==> config.mk <==
export PLATFORM = sky130hd
export DESIGN_NAME = rx_word_fifo
export DESIGN_NICKNAME = d
export VERILOG_FILES = /design/src/rtl/rxf_pkg.sv /design/src/rtl/rxf_store.sv /design/src/rtl/rxf_ptrs.sv /design/src/rtl/rxf_readmux.sv /design/src/rtl/rx_word_fifo.sv
export SDC_FILE = /design/constraint.sdc
export NUM_CORES = 1
export LEC_CHECK = 0
export ABC_CLOCK_PERIOD_IN_PS = 3200
export BUFFER_PORTS_ARGS = -buffer_cell sky130_fd_sc_hd__buf_2
export CORE_MARGIN = 2
export CORE_UTILIZATION = 38
export CTS_CLUSTER_SIZE = 14
export DETAILED_ROUTE_END_ITERATION = 10
export PLACE_DENSITY_LB_ADDON = 0.15
export SETUP_SLACK_MARGIN = 0.15
export SKIP_LAST_GASP = 1
export SLEW_MARGIN = 20
export SYNTH_ARGS = -nofsm -noshare
export SYNTH_HDL_FRONTEND = slang
export SYNTH_SLANG_ARGS = --single-unit
==> constraint.sdc <==
create_clock -name clk -period 3.2 [get_ports clk]
set_clock_uncertainty 0.15 [all_clocks]
set_input_delay 0 -clock clk [delete_from_list [all_inputs] [get_ports clk]]
set_output_delay 0 -clock clk [all_outputs]
set_load 0.02 [all_outputs]
==> src/rtl/rxf_pkg.sv <==
package rxf_pkg;
   typedef enum logic {
      RD_BYTE = 1'b0,
      RD_HALF = 1'b1
   } rd_size_e;
endpackage

==> src/rtl/rxf_store.sv <==
module rxf_store #(
   parameter int DATA_W = 16,
   parameter int DEPTH  = 8,
   localparam int AW    = $clog2(DEPTH)
) (
   input  logic              clk,
   input  logic              wr_en,
   input  logic [AW-1:0]     wr_ptr,
   input  logic [DATA_W-1:0] wr_data,
   input  logic [AW-1:0]     rd_ptr,
   output logic [DATA_W-1:0] rd_word
);
   logic [DATA_W-1:0] mem_q [DEPTH];

   for (genvar i = 0; i < DEPTH; i++) begin : g_entry
      always_ff @(posedge clk) begin
         if (wr_en && (wr_ptr == AW'(i))) begin
            mem_q[i] <= wr_data;
         end
      end
   end

   assign rd_word = mem_q[rd_ptr];
endmodule

==> src/rtl/rxf_ptrs.sv <==
module rxf_ptrs #(
   parameter int DEPTH = 8,
   localparam int AW   = $clog2(DEPTH),
   localparam int CW   = $clog2(DEPTH + 1)
) (
   input  logic          clk,
   input  logic          rst_n,
   input  logic          chan_en,
   input  logic          push_req,
   input  logic          pop_req,
   output logic          wr_en,
   output logic          pop_ok,
   output logic          overrun_evt,
   output logic [AW-1:0] wr_ptr,
   output logic [AW-1:0] rd_ptr,
   output logic [CW-1:0] count,
   output logic          empty,
   output logic          full
);
   logic [AW-1:0] wr_q, rd_q;
   logic [CW-1:0] cnt_q;

   assign empty = (cnt_q == '0);
   assign full  = (cnt_q == CW'(DEPTH));

   // a valid read frees the head entry, so a full buffer may still accept
   assign pop_ok      = chan_en && pop_req && !empty;
   assign wr_en       = chan_en && push_req && (!full || pop_ok);
   assign overrun_evt = chan_en && push_req && full && !pop_ok;

   always_ff @(posedge clk) begin
      if (!rst_n || !chan_en) begin
         wr_q  <= '0;
         rd_q  <= '0;
         cnt_q <= '0;
      end else begin
         if (wr_en)  wr_q <= wr_q + AW'(1);
         if (pop_ok) rd_q <= rd_q + AW'(1);
         case ({wr_en, pop_ok})
            2'b10:   cnt_q <= cnt_q + CW'(1);
            2'b01:   cnt_q <= cnt_q - CW'(1);
            default: cnt_q <= cnt_q;
         endcase
      end
   end

   assign wr_ptr = wr_q;
   assign rd_ptr = rd_q;
   assign count  = cnt_q;
endmodule

==> src/rtl/rxf_readmux.sv <==
module rxf_readmux
   import rxf_pkg::*;
#(
   parameter int DATA_W = 16,
   parameter int BYTE_W = 8
) (
   input  logic [DATA_W-1:0] head_word,
   input  logic              rd_wide,
   input  logic              data_ok,
   output logic [DATA_W-1:0] rd_data
);
   rd_size_e          size;
   logic [DATA_W-1:0] narrow;

   assign size = rd_size_e'(rd_wide);

   if (DATA_W == BYTE_W) begin : g_same
      assign narrow = head_word;
   end else begin : g_zext
      assign narrow = {{(DATA_W - BYTE_W){1'b0}}, head_word[BYTE_W-1:0]};
   end

   always_comb begin
      if (!data_ok)               rd_data = '0;
      else if (size == RD_HALF)   rd_data = head_word;
      else                        rd_data = narrow;
   end
endmodule

==> src/rtl/rx_word_fifo.sv <==
module rx_word_fifo #(
   parameter int DATA_W = 16,
   parameter int BYTE_W = 8,
   parameter int DEPTH  = 8,
   localparam int AW    = $clog2(DEPTH),
   localparam int CW    = $clog2(DEPTH + 1)
) (
   input  logic              clk,
   input  logic              rst_n,
   input  logic              chan_en,
   input  logic              word_valid,
   input  logic [DATA_W-1:0] word_data,
   input  logic              rd_req,
   input  logic              rd_wide,
   output logic [DATA_W-1:0] rd_data,
   input  logic              ovr_clr,
   output logic              ovr_flag,
   output logic [CW-1:0]     fill_count,
   output logic              fifo_empty,
   output logic              fifo_full
);
   if (DEPTH < 2 || (DEPTH & (DEPTH - 1)) != 0) begin : g_bad_depth
      $error("rx_word_fifo: DEPTH must be a power of two of at least 2");
   end
   if (BYTE_W < 1 || BYTE_W > DATA_W) begin : g_bad_byte
      $error("rx_word_fifo: BYTE_W must lie in 1..DATA_W");
   end

   logic          wr_en, pop_ok, overrun_evt;
   logic [AW-1:0] wr_ptr, rd_ptr;
   logic [DATA_W-1:0] head_word;
   logic          ovr_q;

   rxf_ptrs #(.DEPTH(DEPTH)) u_ptrs (
      .clk         (clk),
      .rst_n       (rst_n),
      .chan_en     (chan_en),
      .push_req    (word_valid),
      .pop_req     (rd_req),
      .wr_en       (wr_en),
      .pop_ok      (pop_ok),
      .overrun_evt (overrun_evt),
      .wr_ptr      (wr_ptr),
      .rd_ptr      (rd_ptr),
      .count       (fill_count),
      .empty       (fifo_empty),
      .full        (fifo_full)
   );

   rxf_store #(.DATA_W(DATA_W), .DEPTH(DEPTH)) u_store (
      .clk     (clk),
      .wr_en   (wr_en),
      .wr_ptr  (wr_ptr),
      .wr_data (word_data),
      .rd_ptr  (rd_ptr),
      .rd_word (head_word)
   );

   rxf_readmux #(.DATA_W(DATA_W), .BYTE_W(BYTE_W)) u_rmux (
      .head_word (head_word),
      .rd_wide   (rd_wide),
      .data_ok   (chan_en && !fifo_empty),
      .rd_data   (rd_data)
   );

   // sticky overrun: a new event outranks a same-cycle clear
   always_ff @(posedge clk) begin
      if (!rst_n)           ovr_q <= 1'b0;
      else if (overrun_evt) ovr_q <= 1'b1;
      else if (ovr_clr)     ovr_q <= 1'b0;
   end

   assign ovr_flag = ovr_q;
   // pop_ok is consumed inside the pointer block; kept as a named net for clarity
   logic unused_ok;
   assign unused_ok = pop_ok;
endmodule

# Word-level counts from Yosys, hierarchy flattened
# Memory sizes are Yosys's and may differ from the RTL's. A register that Yosys moved wholly into a read port is not among the register bits.
# Index checks and enable logic that the tools add are counted.
# word_totals
regBits,11
mem_bits_rw,128
inputBits,23
wordCells,96
mem_count,1
# mem_list
name,depth,word_bits,read_ports,rd_ports_with_merged_regs,write_ports,line,text
u_store.mem_q,8,16,1,1,1,rxf_store.sv:13,logic [DATA_W-1:0] mem_q [DEPTH];
# op_classes
add_sub_neg,4
n_eq_ne,10
muxes,44
n_reduce_logical,33
# ops
op,count
two-way mux 16 bit,9
OR reduction 16 bit,7
two-way mux 3 bit,9
two-way mux 1 bit,25
logical AND 1 bit,15
"== test 3 bit, second input constant",4
one-hot mux 4 bit (2 select lines),1
"adder 3 x 1 -> 3 bit, second input constant",2
"== test 3 x 2 -> 1 bit, second input constant",2
logical NOT 1 bit,5
"adder 4 x 1 -> 4 bit, second input constant",1
"== test 4 bit, second input constant",1
logical NOT 4 bit,1
nonzero test 2 bit,2
"subtractor 4 x 1 -> 4 bit, second input constant",1
"== test 3 x 1 -> 1 bit, second input constant",1
logical NOT 3 bit,1
"== test 2 x 1 -> 1 bit, second input constant",1
"== test 2 bit, second input constant",1
logical OR 1 bit,2

# Longest topological paths before layout
# Gate-level depths: netlist of the first run.
# logic_depth
depth_word,16
ltp_mapped,8
ltp_nobuf,7

# Modules after synthesis
# Synthesis of the first run repeated with hierarchy kept, for this count alone.
# hier_totals
hier_cells,285
hier_area_um2,5793.1
# by_module_without_submodules
mod,instances,cells_each,area_per_inst_um2,seq_area_each_um2
rxf_store,1,198,4973.5,3843.7
rxf_ptrs,1,66,645.6,200.2
rxf_readmux,1,17,126.4,0.0
rx_word_fifo,1,4,47.5,20.0

# Worst setup path after synthesis of the first run
# No wires, ideal clock.
# synth_path
kind,register to register
start,register u_ptrs.cnt_q[0] (netlist: u_ptrs.count[0])
end,register u_ptrs.cnt_q[2] (netlist: u_ptrs.count[2])
arrival_ps,2272
required_ps,2978
slack_ps,706
stages_incl_launch_ff,8
path_cell_list,dfxtp_1 > nor4_4 > nor2_1 > xor2_1 > ha_1 > or4_1 > a22oi_2 > mux2i_1
# synth_between
elab_chain_len,7
elab_cells_between_ends,13
classes_between,add/sub (2); eq/ne (3); mux (1); reduce/logical (7)
# synth_lines
element,line,text
start: declaration,rxf_ptrs.sv:21,logic [CW-1:0] cnt_q;
start signal: assignment,rxf_ptrs.sv:40,2'b10: cnt_q <= cnt_q + CW'(1);
start signal: assignment,rxf_ptrs.sv:41,2'b01: cnt_q <= cnt_q - CW'(1);
start signal: assignment,rxf_ptrs.sv:42,default: cnt_q <= cnt_q;
logical NOT 4 bit *,rxf_ptrs.sv:23,assign empty = (cnt_q == '0);
named net fifo_empty,rx_word_fifo.sv:19,"output logic fifo_empty,"
logical NOT 1 bit *,rxf_ptrs.sv:27,assign pop_ok = chan_en && pop_req && !empty;
logical AND 1 bit *,rxf_ptrs.sv:27,
logical OR 1 bit,rxf_ptrs.sv:28,assign wr_en = chan_en && push_req && (!full || pop_ok);
logical AND 1 bit,rxf_ptrs.sv:28,
== test 2 x 1 -> 1 bit or == test 2 bit (tied branches),rxf_ptrs.sv:39,"case ({wr_en, pop_ok})"
one-hot mux 4 bit (2 select lines) or nonzero test 2 bit (tied branches),--,
# The timed path passes the listed nets; every way through them passes the cells marked *.
# A chain may end at the register's enable or synchronous reset.

==> results.py, run 1 <==
metrics = {
    "logic_synthesis": {
        "synth_common_cells": "edfxtp_1, mux4_2, nor2_1",
        "synth_nets": 324,
        "synth_top_area_cell": "edfxtp_1",
        "async_flop_share_pct": 0,
        "avgSynthCellArea_um2": 19.3,
        "synth_warnings": 0,
        "syn-cell-area_mm2": 0.00564,
        "synth_seq_cells": 142,
        "yosys-top-cells-area": "edfxtp_1, mux4_2, dfxtp_1",
        "yosysTopAreaCellShare_pct": 68.1,
        "synth.most_common_cell": "edfxtp_1",
        "synthDistinctLibCells": 35,
        "seq_area_frac_synth_pct": 73.1,
        "synth_top_flop_cell": "edfxtp_1",
        "synth_cells": 293,
        "synth_edf_count": 128,
    },
    "hold_path": {
        "hp-class": "primary input to flop",
    },
    "timing": {
        "worst_pin_slew_ns": 1.03,
        "period_share_pct": 79.1,
        "fin_setup_tns_ns": 0,
        "finalHoldViolCount": 0,
        "slew_viol_final": 0,
        "fmax_ghz": 0.395,
        "maxSlewHeadroom_pct": 31.2,
        "setup_viol": 0,
        "rsz0062_at_grt": "false",
        "fin_crit_ns": 2.53,
    },
    "power_and_ir_drop": {
        "power.leakage_uw": 0.00240,
        "p_clk_share_pct": 50.8,
        "vdd_drop_max_v": 0.000381,
        "switching_share_pct": 18.4,
        "powerDensity_mw_per_mm2": 633,
        "seq_power_share_pct": 46.0,
        "pwr-share-comb_pct": 3.2,
        "p_int_uw": 3630,
        "power_switching_uw": 817,
        "total_power_uw": 4450,
    },
    "global_routing": {
        "grt.overflow.total": 0,
        "antenna_found_initial": 0,
        "grt_pass1_vias": 2971,
        "grt_max_degree": 19,
        "grt.total_usage_pct": 14.9,
        "grt_pass1_wl_mm": 17.2,
    },
    "clock_tree": {
        "cts.sinks": 142,
        "cts_max_level": 4,
        "clock_path_buffers": 2,
        "cts_buffers": 17,
        "cts_tree": "yes",
        "root_buffer": "clkbuf_16",
        "clk_latency_ns": 0.41,
        "cts_setup_buffers": 0,
        "ctsHoldBuffers": 22,
        "postCtsResizedCells": 0,
        "cts.clk_slew.worst_paths_ns": 0.06,
    },
    "drt": {
        "route.antenna.remaining_nets": 0,
        "via_count": 2917,
        "drcViolationCount": 0,
        "wl_per_cell_um": 19.4,
        "wl_mm": 11.1,
        "drtIter0Drc": 245,
        "drtPass1Iterations": 4,
        "detail_route.vias_per_cell": 5.10,
    },
    "layout": {
        "fin_area_mm2": 0.00702,
        "fin_util_pct": 48.3,
        "multiInputGateArea_mm2": 0.00144,
        "fillCellCount": 1258,
        "syn_to_final_growth_pct": 24.4,
        "fin_nets": 406,
        "regArea_mm2": 0.00413,
        "antennaDiodeCount": 0,
        "drive_above_1_share_pct": 31.2,
    },
    "place": {
        "portBuffers": 45,
        "place_area_mm2": 0.00613,
        "hpwlAfterDp_mm": 6.66,
        "gp_congestion": 0.694,
    },
    "worst_setup_path": {
        "required_ns": 3.05,
        "critPathMaxStageDelay_ns": 0.74,
        "path_cells": "buf_4 -> mux4_2 -> mux2i_1 -> nor2_1 -> buf_2",
        "crit_path_start_kind": "flop",
        "path_class": "flop to primary output",
        "crit_family": "flip-flops",
        "crit_buf_inv": 2,
        "worstPathMaxFanout": 15,
        "cp_slowest_cell": "dfxtp_2",
        "arrival_ns": 2.38,
        "endpoint_kind": "primary output",
    },
    "flow_run": {
        "drv_cap": 0,
    },
    "floorplanning": {
        "rows": 44,
        "chipHeight_um": 126,
        "start_util_pct": 38.8,
        "die_w_um": 126,
        "io_pins": 46,
        "core_mm2": 0.0145,
        "die_area_mm2": 0.0158,
    },
    "run_status": {
        "status": "completed",
    },
}
final timing paths:
path | cells after the start | slack, ns | to | start
hold reg to reg | 2 | 0.34 | flop | u_ptrs.rd_ptr[1]$_SDFFE_PP0N_
setup reg to reg | 3 | 0.68 | u_store.mem_q[0][13]$_DFFE_PP_ | u_ptrs.count[1]$_SDFFE_PP0P_
hold / removal | 2 | 0.24 | u_store.mem_q[3][10]$_DFFE_PP_ | word_data[10]
setup / recovery | 5 | 0.67 | rd_data[15] | flop
worst register-to-register path, stage by stage, from the launching register on:
cell and delay (ns):
dfxtp_1 0.53, nor3_1 0.17, a31oi_1 0.37, and3_1 0.91
flip-flops by register name, summed over array words and instances, names as in the netlist, named ones only:
signal	flops
u_ptrs.wr_ptr	3
ovr_flag	1
u_ptrs.rd_ptr	3
u_store.mem_q	128
u_ptrs.count	4
cell usage in the layout, fill, tap and decap left out, types with 6 or more instances in the layout:
cell	n
edfxtp_1	128
buf_2	45
mux4_2	32
nor2_1	23
dlygate4sd3_1	22
mux2i_1	20
clkbuf_16	17
dfxtp_1	13
buf_4	9
ha_1	8
bufinv_16	7
inv_1	6
nand2_1	6
and3_1	6
nand3_1	6
final cells by class:
type / count / share of cell area (%)
Timing Repair Buffer: 77 / 7.59
Sequential cell: 142 / 58.7
Multi-Input combinational cell: 131 / 20.5
Tap cell: 184 / 3.28
Inverter: 6 / 0.321
Clock buffer: 18 / 6.11
Clock inverter: 14 / 3.49
stage by stage:
stage / instances / hold WS, ns / setup WS (ns)
after floorplan: 293 / -0.0511 / 0.706
after global placement: 518 / 0.118 / 0.723
after detailed placement: 518 / 0.121 / 0.702
after CTS: 572 / 0.225 / 0.551
after global routing: 572 / 0.248 / 0.428
final: 572 / 0.244 / 0.668
per-layer routing:
metal	wire [µm]	global-route usage [%]	share of wire, %
met2	5210	22.3	47
met5	0	0	0
met4	211	6.33	1.9
met3	446	4.12	4.0
met1	5200	20.8	47
kinds of logic after synthesis:
family	share of synthesized area, %
AOI/OAI and AO/OA	1.71
adders and majority gates	1.77
buffers and inverters	1.46
DFF	73.1
xor gates and xnor gates	0.621
muxes	16.3
and+or+nand+nor	5.05
power groups by stage:
stage	Sequential, µW	Combinational, µW	Clock, µW
floorplan	2080	67.2	0
global placement	2080	122	0
detailed placement	2080	126	0
CTS	2050	145	2290
global route	2050	158	2370
finish	2050	142	2260
No activity file was read; power rests on OpenSTA's default activity.
==> run 2: changes to the inputs <==
--- a/config.mk
+++ b/config.mk
@@ -5,7 +5,8 @@
 export SDC_FILE = /design/constraint.sdc
 export NUM_CORES = 1
 export LEC_CHECK = 0
-export ABC_CLOCK_PERIOD_IN_PS = 3200
+export ABC_AREA = 1
+export ABC_CLOCK_PERIOD_IN_PS = 2050
 export BUFFER_PORTS_ARGS = -buffer_cell sky130_fd_sc_hd__buf_2
 export CORE_MARGIN = 2
 export CORE_UTILIZATION = 38
==> constraint.sdc (replaced) <==
create_clock -name clk -period 2.05 [get_ports clk]
set_clock_uncertainty 0.15 [all_clocks]
set_input_delay 0 -clock clk [delete_from_list [all_inputs] [get_ports clk]]
set_output_delay 0 -clock clk [all_outputs]
set_load 0.02 [all_outputs]
==> results.py, run 2 <==
metrics = {
    "floorplanning": {
        "die_w_um": 128,
        "start_util_pct": 38.5,
        "chipHeight_um": 128,
        "rows": 45,
        "die_area_mm2": 0.0163,
        "io_pins": 46,
        "core_mm2": 0.0151,
    },
    "worst_setup_path": {
        "regToRegStartpoint": "u_ptrs.count[0]$_SDFFE_PP0P_",
        "reg2regPathDepth": 7,
        "required_ns": 1.90,
        "endpoint_kind": "primary output",
        "worstPathMaxFanout": 5,
        "crit_path_start_kind": "flop",
        "r2r_end": "u_store.mem_q[3][1]$_DFFE_PP_",
        "arrival_ns": 1.87,
        "path_class": "flop to primary output",
        "reg2reg_slack_ns": 0.22,
    },
    "timing": {
        "setup_viol": 0,
        "fin_setup_tns_ns": 0,
        "slew_viol_final": 0,
        "period_share_pct": 98.5,
        "fmax_ghz": 0.495,
        "finalHoldViolCount": 0,
        "rsz0062_at_grt": "true",
        "maxSlewHeadroom_pct": 70.4,
        "fin_crit_ns": 2.02,
        "worst_pin_slew_ns": 0.445,
    },
    "power_and_ir_drop": {
        "power_switching_uw": 1430,
        "p_clk_share_pct": 44.1,
        "switching_share_pct": 21.7,
        "p_int_uw": 5170,
        "power.leakage_uw": 0.00302,
        "seq_power_share_pct": 48.5,
        "vdd_drop_max_v": 0.000572,
        "powerDensity_mw_per_mm2": 796,
        "pwr-share-comb_pct": 7.4,
    },
    "logic_synthesis": {
        "synth_top_family_by_area": "compound AO/OA/AOI/OAI gates",
        "yosys-top-cells-area": "edfxtp_1, nor2_1, o21ai_0",
        "synthAdderAreaFrac_pct": 1.72,
        "async_flop_share_pct": 0,
        "synth_top_area_cell": "edfxtp_1",
        "synth_edf_count": 128,
        "avgSynthCellArea_um2": 12.0,
        "synthDistinctLibCells": 31,
        "synthMuxAreaShare_pct": 0,
        "seq_area_frac_synth_pct": 71.0,
        "synth_cells": 483,
        "yosysTopAreaCellShare_pct": 66.1,
        "synth_xor_area_share_pct": 0.301,
        "synth_compound_area_share_pct": 11.8,
        "synth_nets": 514,
        "syn-cell-area_mm2": 0.00581,
        "synth_top_flop_cell": "edfxtp_1",
        "synth_warnings": 0,
        "synth.most_common_cell": "edfxtp_1",
        "synthSimpleGateAreaFrac_pct": 11.4,
        "synth_common_cells": "edfxtp_1, nor2_1, o21ai_0",
        "synth_seq_cells": 142,
    },
    "layout": {
        "final_common_cell": "edfxtp_1",
        "regArea_mm2": 0.00414,
        "finalNonFillerCells": 813,
        "layout_common_cells": "edfxtp_1, nor2_1, buf_4, o21ai_1, o21ai_0",
        "multiInputGateArea_mm2": 0.00183,
        "max_flop_register": "u_store.mem_q",
        "fin_nets": 643,
        "syn_to_final_growth_pct": 42.6,
        "largest_reg_flops": 128,
        "antennaDiodeCount": 0,
        "fin_util_pct": 54.9,
        "drive_above_1_share_pct": 35.5,
        "fillCellCount": 1257,
    },
    "clock_tree": {
        "clk_latency_ns": 0.42,
        "root_buffer": "clkbuf_16",
        "cts_tree": "yes",
        "cts.clk_slew.worst_paths_ns": 0.06,
        "cts_max_level": 4,
        "clock_path_buffers": 2,
        "cts_buffers": 17,
        "cts.sinks": 142,
    },
    "global_routing": {
        "antenna_found_initial": 0,
        "grt.total_usage_pct": 19.2,
        "grt_pass1_wl_mm": 23.1,
        "grt_pass1_vias": 4174,
        "grt.overflow.total": 0,
        "grt_max_degree": 33,
    },
    "run_status": {
        "status": "completed",
    },
    "hold_path": {
        "holdPathEnd": "u_ptrs.rd_ptr[1]$_SDFFE_PP0N_",
        "hold_depth": 7,
        "hp-class": "primary input to flop",
        "hold_path_startpoint": "rd_req",
    },
    "drt": {
        "drtPass1Iterations": 4,
        "via_count": 4182,
        "drcViolationCount": 0,
        "wl_mm": 14.9,
        "wl_per_cell_um": 18.3,
        "route.antenna.remaining_nets": 0,
        "detail_route.vias_per_cell": 5.14,
        "drtIter0Drc": 255,
    },
    "place": {
        "gp_congestion": 0.728,
        "placedCellCount": 718,
        "portBuffers": 45,
        "hpwlAfterDp_mm": 8.17,
    },
    "flow_run": {
        "drv_cap": 0,
    },
}
==> run 2: what timing repair did <==
action                                  4_1_cts  5_1_grt
endpoints found under the setup margin      144       59
cloned                                        9        2
setup buffers                                26        4
hold buffers                                 22        0
pin swaps                                    30       41
gates resized for setup                      86       74
hold endpoints to repair                    142        0
==> run 2: critical path, stage by stage (launching register included) <==
cell and delay (ns):
dfxtp_4 0.42, buf_6 0.12, buf_12 0.11, buf_16 0.13, nor2_4 0.05, o22ai_4 0.15, o21ai_2 0.08, a31oi_1 0.20
buf_4 0.18
==> run 2: per-layer routing <==
layer  vias to the layer above  GRT usage, %  wire (µm)  share of wire (%)
li1                       2004             -          -                  -
met1                      2055          25.2       6730                 45
met2                        95          30.9       7320                 49
met3                        28          4.34        559                3.8
met4                         0          8.02        298                2.0
met5                         -             0          0                  0
==> run 2: worst max path at each step <==
stage / from / to / depth (start not counted)
after floorplan: u_ptrs.count[0]$_SDFFE_PP0P_ / u_store.mem_q[0][0]$_DFFE_PP_ / 7
after global placement: u_ptrs.count[2]$_SDFFE_PP0P_ / u_store.mem_q[1][12]$_DFFE_PP_ / 7
after detailed placement: u_ptrs.count[2]$_SDFFE_PP0P_ / u_store.mem_q[1][12]$_DFFE_PP_ / 7
after CTS: flop / rd_data[5] / 7
after global routing: flop / rd_data[15] / 9
final: flop / rd_data[10] / 8
==> run 2: through the flow <==
stage               setup WS [ns]  hold WS, ns  cell area [µm²]  total power (µW)
CTS                       0.00186       0.0542             7990              6600
global route              -0.0752        0.124             8290              6810
detailed placement        -0.0942       0.0935             6450              3600
global placement          -0.0615       0.0725             6450              3590
floorplan                  0.0958      -0.0511             5900              3450
finish                     0.0317        0.102             8290              6600
==> run 2: cells by family after synthesis <==
group	after synthesis
xor gates and xnor gates	2
buffers and inverters	54
and+or+nand+nor	149
adders and majority gates	8
AOI/OAI and AO/OA	128
DFF	142
==> run 2: final cells by class <==
class / count / area share [%]
clock buffer: 20 / 5.27
clock inverter: 12 / 1.46
timing repair buffer: 132 / 16.7
tap: 188 / 2.84
inverter: 31 / 1.63
timing repair inverter: 1 / 0.0755
sequential: 142 / 50.0
multi-input combinational: 287 / 22.0
==> run 2: power by group through the flow <==
stage          combinational (µW)  clock (µW)  sequential, µW
6_report                      487        2910            3200
5_1_grt                       531        3080            3200
4_1_cts                       452        2950            3200
3_5_place_dp                  340           0            3260
3_3_place_gp                  335           0            3260
2_1_floorplan                 186           0            3260
==> run 3: changes to the inputs <==
--- a/config.mk
+++ b/config.mk
@@ -6,7 +6,7 @@
 export NUM_CORES = 1
 export LEC_CHECK = 0
 export ABC_AREA = 1
-export ABC_CLOCK_PERIOD_IN_PS = 2050
+export ABC_CLOCK_PERIOD_IN_PS = 2400
 export BUFFER_PORTS_ARGS = -buffer_cell sky130_fd_sc_hd__buf_2
 export CORE_MARGIN = 2
 export CORE_UTILIZATION = 38
==> constraint.sdc (replaced) <==
create_clock -name clk -period 2.4 [get_ports clk]
set_clock_uncertainty 0.15 [all_clocks]
set_input_delay 0 -clock clk [delete_from_list [all_inputs] [get_ports clk]]
set_output_delay 0 -clock clk [all_outputs]
set_load 0.02 [all_outputs]
==> results.py, run 3 (synthesis results as in run 2) <==
metrics = {
    "layout": {
        "largest_reg_flops": 128,
        "layout_common_cells": "edfxtp_1, nor2_1, o21ai_0, buf_2, inv_1",
        "syn_to_final_growth_pct": 23.1,
        "fin_area_mm2": 0.00716,
        "drive_above_1_share_pct": 20.9,
        "final_common_cell": "edfxtp_1",
        "antennaDiodeCount": 0,
        "fin_nets": 598,
        "max_flop_register": "u_store.mem_q",
        "fillCellCount": 1392,
    },
    "clock_tree": {
        "cts.sinks": 142,
        "clk_latency_ns": 0.41,
        "cts.clk_slew.worst_paths_ns": 0.06,
        "root_buffer": "clkbuf_16",
        "cts_max_level": 4,
        "cts_tree": "yes",
        "cts_buffers": 17,
        "clock_path_buffers": 2,
    },
    "global_routing": {
        "grt_pass1_wl_mm": 20.7,
        "grt.total_usage_pct": 17.1,
        "grt_pass1_vias": 3803,
        "grt_max_degree": 39,
        "grt.overflow.total": 0,
        "antenna_found_initial": 0,
    },
    "timing": {
        "worst_pin_slew_ns": 0.312,
        "rsz0062_at_grt": "true",
        "setup_viol": 0,
        "period_share_pct": 88.4,
        "finalHoldViolCount": 0,
        "fmax_ghz": 0.471,
        "maxSlewHeadroom_pct": 79.0,
        "fin_setup_tns_ns": 0,
        "slew_viol_final": 0,
        "fin_crit_ns": 2.12,
    },
    "drt": {
        "wl_per_cell_um": 17.1,
        "drcViolationCount": 0,
        "drtPass1Iterations": 4,
        "routed-wl-met2_mm": 6.88,
        "highest_layer": "met4",
        "drtIter0Drc": 320,
        "route.antenna.remaining_nets": 0,
        "wl_met1_mm": 5.54,
        "via_count": 3870,
        "wl_met3_um": 503,
        "wl_mm": 13.1,
        "detail_route.vias_per_cell": 5.04,
    },
    "floorplanning": {
        "die_w_um": 128,
        "rows": 45,
        "chipHeight_um": 128,
        "io_pins": 46,
        "start_util_pct": 38.5,
        "core_mm2": 0.0151,
        "die_area_mm2": 0.0163,
    },
    "worst_setup_path": {
        "required_ns": 2.25,
        "worstPathMaxFanout": 14,
        "endpoint_kind": "primary output",
        "arrival_ns": 1.97,
        "crit_path_start_kind": "flop",
        "path_class": "flop to primary output",
    },
    "place": {
        "portBuffers": 45,
        "hpwlAfterDp_mm": 8.78,
        "gp_congestion": 0.761,
        "place_area_mm2": 0.00634,
    },
    "power_and_ir_drop": {
        "power.leakage_uw": 0.00260,
        "vdd_drop_max_v": 0.000500,
        "powerDensity_mw_per_mm2": 761,
    },
    "run_status": {
        "status": "completed",
    },
    "flow_run": {
        "drv_cap": 0,
    },
    "hold_path": {
        "hp-class": "primary input to flop",
    },
}
-- run 3: metal layers --
layer	track usage [%]	vias up
li1	-	1896
met1	20.7	1877
met2	29.5	82
met3	4.72	15
met4	6.14	0
met5	0	-
-- run 3: layout make-up --
| type | count | area [µm²] | share of cell area, % |
|---|---|---|---|
| clock inverters | 10 | 96.3 | 1.35 |
| inverters | 31 | 121 | 1.70 |
| repair buffers | 88 | 648 | 9.06 |
| flip-flops and latches | 142 | 4130 | 57.7 |
| multi-input cells | 287 | 1480 | 20.7 |
| clock buffers | 22 | 444 | 6.21 |
| well taps | 188 | 235 | 3.29 |
-- run 3: final timing paths --
kind / start / end / slack [ns] / cells after the start
max: flop / rd_data[14] / 0.28 / 7
min: rd_req / u_ptrs.rd_ptr[0]$_SDFFE_PP0N_ / 0.03 / 6
max reg2reg: u_ptrs.wr_ptr[2]$_SDFFE_PP0P_ / u_ptrs.wr_ptr[2]$_SDFFE_PP0P_ / 0.39 / 6
min reg2reg: u_ptrs.rd_ptr[2]$_SDFFE_PP0N_ / u_ptrs.rd_ptr[2]$_SDFFE_PP0N_ / 0.32 / 2
-- run 3: through the flow --
stage	hold slack [ns]	std cells	power, µW	setup WS [ns]	util, %
5_1_grt	0.0657	768	5630	0.105	47.4
4_1_cts	0.00477	766	5510	0.118	47.1
6_report	0.0299	768	5450	0.278	47.4
3_3_place_gp	0.0720	712	3050	0.437	42.0
2_1_floorplan	-0.0511	483	2940	0.00000921	-
3_5_place_dp	0.0760	712	3050	0.377	42.0
-- run 3: power breakdown --
group | switching (µW) | internal, µW | total, µW
combinational | 190 | 103 | 293
clock | 911 | 1510 | 2420
sequential | 14.0 | 2720 | 2740
total | 1110 | 4330 | 5450
-- run 3: repair_timing --
item                                   CTS  global route
setup endpoints to repair               11            24
pin swaps                                0             1
endpoints found under the hold margin  142             0
buffers inserted                         0             2
hold buffers                            22             0
resized for setup                        4             7
-- run 3: worst max-delay path, cell delays in order (launching register included) --
cell,delay [ns]
dfxtp_2,0.38
inv_2,0.23
buf_4,0.24
o21ai_0,0.10
o22ai_1,0.17
o21ai_1,0.09
a31oi_1,0.15
buf_2,0.19
